--- config.mk ---
export PLATFORM = sky130hd
export DESIGN_NAME = phase_bridge
export DESIGN_NICKNAME = d
export VERILOG_FILES = /design/src/rtl/bridge_pkg.sv /design/src/rtl/bridge_in_track.sv /design/src/rtl/bridge_capture.sv /design/src/rtl/bridge_out_seq.sv /design/src/rtl/phase_bridge.sv
export SDC_FILE = /design/constraint.sdc
export NUM_CORES = 1
export LEC_CHECK = 0
export ABC_AREA = 1
export BUFFER_PORTS_ARGS = -buffer_cell sky130_fd_sc_hd__buf_2
export CAP_MARGIN = 20
export CELL_PAD_IN_SITES_DETAIL_PLACEMENT = 0
export CELL_PAD_IN_SITES_GLOBAL_PLACEMENT = 1
export CORE_UTILIZATION = 33
export CTS_CLUSTER_SIZE = 30
export DETAILED_ROUTE_END_ITERATION = 10
export GPL_ROUTABILITY_DRIVEN = 0
export PLACE_DENSITY = 0.86
export SETUP_SLACK_MARGIN = 0.5
export SLEW_MARGIN = 10
export SYNTH_ARGS = -nofsm -noshare
export SYNTH_HDL_FRONTEND = slang
export SYNTH_SLANG_ARGS = --single-unit
--- constraint.sdc ---
create_clock -name clk -period 1.8 [get_ports clk]
set_input_delay 0 -clock clk [delete_from_list [all_inputs] [get_ports clk]]
set_output_delay 0 -clock clk [all_outputs]
set_load 0.01 [all_outputs]
--- src/rtl/bridge_pkg.sv ---
// Shared types for the handshake bridge.
package bridge_pkg;
    // Output-side sequencer state
    typedef enum logic [1:0] {
        ST_IDLE  = 2'd0,   // waiting for an input token
        ST_RAISE = 2'd1,   // request high, waiting for acknowledge high
        ST_DROP  = 2'd2    // request low, waiting for acknowledge low
    } seq_state_t;
endpackage

--- src/rtl/bridge_in_track.sv ---
// Tracks the transition-signalled input link.
// Holds the acknowledge level and reports FULL while the request level differs from it.
// Assumes in_req changes only when the link is empty.
module bridge_in_track (
    input  logic clk,
    input  logic rst_n,
    input  logic in_req,
    input  logic take,
    output logic ack_lvl,
    output logic full
);
    logic ack_q;

    // Acknowledge level: flips on every capture
    always_ff @(posedge clk) begin
        if (!rst_n)
            ack_q <= 1'b0;
        else if (take)
            ack_q <= ~ack_q;
    end

    // Link state: a level mismatch means a token is waiting
    always_comb begin
        full    = in_req ^ ack_q;
        ack_lvl = ack_q;
    end
endmodule

--- src/rtl/bridge_capture.sv ---
// Word register that holds the bundled data.
// Loads on a capture strobe and otherwise holds its value.
module bridge_capture #(
    parameter int W = 8
) (
    input  logic         clk,
    input  logic         rst_n,
    input  logic         load,
    input  logic [W-1:0] d,
    output logic [W-1:0] q
);
    // Data register: load on capture, hold otherwise
    always_ff @(posedge clk) begin
        if (!rst_n)
            q <= '0;
        else if (load)
            q <= d;
    end
endmodule

--- src/rtl/bridge_out_seq.sv ---
// Sequencer for the return-to-zero output handshake.
// Captures a token only from idle, then waits for the acknowledge to rise and then to fall.
// Assumes the receiver raises ack only while req is high.
module bridge_out_seq (
    input  logic clk,
    input  logic rst_n,
    input  logic tok_full,
    input  logic out_ack,
    output logic take,
    output logic out_req
);
    import bridge_pkg::*;

    seq_state_t st_q, st_d;

    // Next-state logic for the output handshake
    always_comb begin
        st_d = st_q;
        take = 1'b0;
        case (st_q)
            ST_IDLE: if (tok_full) begin
                take = 1'b1;
                st_d = ST_RAISE;
            end
            ST_RAISE: if (out_ack) st_d = ST_DROP;
            ST_DROP:  if (!out_ack) st_d = ST_IDLE;
            default:  st_d = ST_IDLE;
        endcase
    end

    // State register
    always_ff @(posedge clk) begin
        if (!rst_n)
            st_q <= ST_IDLE;
        else
            st_q <= st_d;
    end

    // Request output is a direct decode of the state
    always_comb out_req = (st_q == ST_RAISE);
endmodule

--- src/rtl/phase_bridge.sv ---
// Top of the bridge from transition signalling to return-to-zero signalling.
// Holds one token. It flips the input acknowledge when it captures the word, then runs one full
// output cycle before it takes the next token.
// Assumes the two sides share clk and follow their protocols.
module phase_bridge #(
    parameter int W = 8
) (
    input  logic         clk,
    input  logic         rst_n,
    input  logic         in_req,
    output logic         in_ack,
    input  logic [W-1:0] in_data,
    output logic         out_req,
    input  logic         out_ack,
    output logic [W-1:0] out_data
);
    logic full;
    logic take;

    bridge_in_track u_in (
        .clk     (clk),
        .rst_n   (rst_n),
        .in_req  (in_req),
        .take    (take),
        .ack_lvl (in_ack),
        .full    (full)
    );

    bridge_capture #(.W(W)) u_cap (
        .clk   (clk),
        .rst_n (rst_n),
        .load  (take),
        .d     (in_data),
        .q     (out_data)
    );

    bridge_out_seq u_seq (
        .clk      (clk),
        .rst_n    (rst_n),
        .tok_full (full),
        .out_ack  (out_ack),
        .take     (take),
        .out_req  (out_req)
    );
endmodule

==> flow_summary.ini <==
[outcome]
status = finished, violations left
violations = DRC

[pwr]
p_int_mw = 0.443
seq_power_share_pct = 45.0
swShare_pct = 33.2
vdd_drop_max_uv = 341
p_sw_mw = 0.220
combinationalPowerShare_pct = 30.1
power_frac_clock_pct = 24.9
p_per_area_nw_per_um2 = 934
p_leak_nw = 0.437

[die]
io_pins = 22
start_util_pct = 36.6
die_area_um2 = 1920
dieHeight_um = 43.8
rows = 14
die-width_um = 43.8
core_um2 = 1580

[logic_synthesis]
syn_area_per_cell_um2 = 6.71
netlist_area_um2 = 577
ys_types = 17
yosysSeqAreaShare_pct = 38.2
synth_seq_cells = 11
synth_fp_nets = 98
synthCells = 86
synth_warnings = 0

[critical_path]
end_kind = flop
crit_arrival_ns = 1.27
worstPathMaxFanout = 11
required_ns = 2.01
start_kind = flop
crit_type = reg2reg

[cts]
post_cts_resized = 0
htree_levels = 1
tritoncts_num_sinks = 11
clkLatencyLatePin_ns = 0.26
cts_tree = done
ctsRootBufferMaster = clkbuf_4
cts_hold_buf = 0
numCtsBuffers = 3
postCtsSetupRepairBufs = 0
cts_buffer_depth = 2
clk_pin_slew_ns = 0.07

[hold_path]
hold_path_class = in2reg

[cells_and_area]
syn_to_final_growth_pct = 23.0
drive_gt1_share_pct = 28.4
layoutNonFillerInstCount = 125
n_fill_cell = 179
utilization_pct = 45.0
nets = 122
diodes = 0

[placement]
placed_cells = 121
io_buffer_count = 21
place_ws_ns = 0.746
hpwl_um = 816

[global_route]
grt_use_met2_pct = 19.4
grt_antenna_before_repair = 0
met1_usage_pct = 14.4
met3_usage_pct = 2.50
grt_pass1_vias = 467
grt_busiest_layer = met2
overflow = 0
grt_pass1_wl_mm = 1.72
grtUsageTotal_pct = 12.2
grt_max_degree = 12

[route]
drt_iter0_drc = 5
via_count = 548
firstDrtPassIters = 7
via_per_inst = 4.38
wl_mm = 1.07
ant_nets = 0
avgRoutedWirePerCell_um = 8.56
drc = 3

[flow_run]
cap_violations = 0

[timing]
setup_ws_ns = 0.734
fin_crit_sh_pct = 59.2
slew-limit-headroom_pct = 82.2
finalSetupViolCount = 0
fmax_mhz = 938
tns_ns = 0
slew_viol_final = 0
rsz0062_at_grt = no
fin_worst_skew_ns = 0.00108
finalHoldViolCount = 0
min_period_ns = 1.07
tightest_slew_ns = 0.266
-- routing by layer --
metal | part of all wire (%) | wire (um) | vias to the layer above
met5 | 0 | 0 | -
met4 | 1.4 | 15 | 0
met3 | 6.0 | 64 | 2
met2 | 44 | 473 | 16
met1 | 48 | 517 | 234
li1 | - | - | 296
-- stage by stage --
step	area, um2	total power, mW	hold WS [ns]
global route	709	0.714	0.0252
floorplan	577	0.450	0.159
global placement	683	0.499	0.288
detailed placement	683	0.504	0.298
CTS	709	0.670	0.0187
finish	709	0.663	0.0216
-- power groups by stage --
stage | clock, mW | sequential, mW | combinational (mW)
2_1_floorplan | 0 | 0.319 | 0.131
3_3_place_gp | 0 | 0.302 | 0.197
3_5_place_dp | 0 | 0.304 | 0.200
4_1_cts | 0.170 | 0.298 | 0.202
5_1_grt | 0.182 | 0.303 | 0.229
6_report | 0.165 | 0.298 | 0.199
-- layout by cell type, fill, tap and decap left out --
cell type,instances
a21oi_1,3
buf_2,21
clkbuf_1,1
clkbuf_4,3
dfxtp_1,11
inv_1,26
inv_2,2
nand2_1,17
nand2_2,1
nand2_4,1
nand3_1,1
nand3_4,1
nand3b_1,1
nand4_1,8
nor2_1,9
nor2_2,1
nor2_4,1
o21ai_0,1
-- layout make-up --
class	count	area [um2]	area share, %
Clock buffer	4	26.3	3.70
Inverter	28	105	14.8
Multi-Input combinational cell	45	233	32.8
Sequential cell	11	220	31.0
Tap cell	16	20.0	2.82
Timing Repair Buffer	21	105	14.8
-- flip-flops by register name, summed over array words and instances, names as in the netlist --
name / flops
u_cap.q: 8
u_seq.st_q: 2
u_in.ack_lvl: 1
-- final timing paths --
check / from / endpoint / slack, ns / cells after the start
hold / removal: in_req / u_in.ack_lvl / 0.02 / 3
setup reg to reg: u_seq.st_q[0] / u_cap.q[6] / 0.73 / 5
setup / recovery: u_seq.st_q[0] / u_cap.q[6] / 0.73 / 5
hold reg to reg: u_cap.q[1] / u_cap.q[1] / 0.51 / 4
-- cells in the mapped netlist --
library cell / count / area (um2)
buf_4: 1 / 7.51
o21ai_0: 1 / 5.00
nand2_4: 1 / 11.3
nand3_4: 1 / 17.5
nand3_1: 1 / 5.00
dfxtp_1: 11 / 220
nor2_2: 1 / 6.26
nand4_1: 8 / 50.1
a21oi_1: 3 / 15.0
buf_6: 1 / 11.3
nor2_4: 1 / 11.3
nand2_2: 1 / 6.26
inv_1: 26 / 97.6
nor2_1: 9 / 33.8
nand3b_1: 1 / 7.51
nand2_1: 17 / 63.8
inv_2: 2 / 7.51
-- worst max-delay path: stages, from the launching register on --
cell and delay (ns):
dfxtp_1 0.36, nor2_4 0.27, nand3_4 0.17, nand2_1 0.09, inv_1 0.05, nor2_2 0.08
-- kinds of logic after synthesis --
group / after synthesis / synth area share, %
compound gates: 4 / 3.47
buf+inv: 30 / 21.5
flops: 11 / 38.2
simple gates: 41 / 36.9
Note: power is estimated with default switching activity, not from simulation.
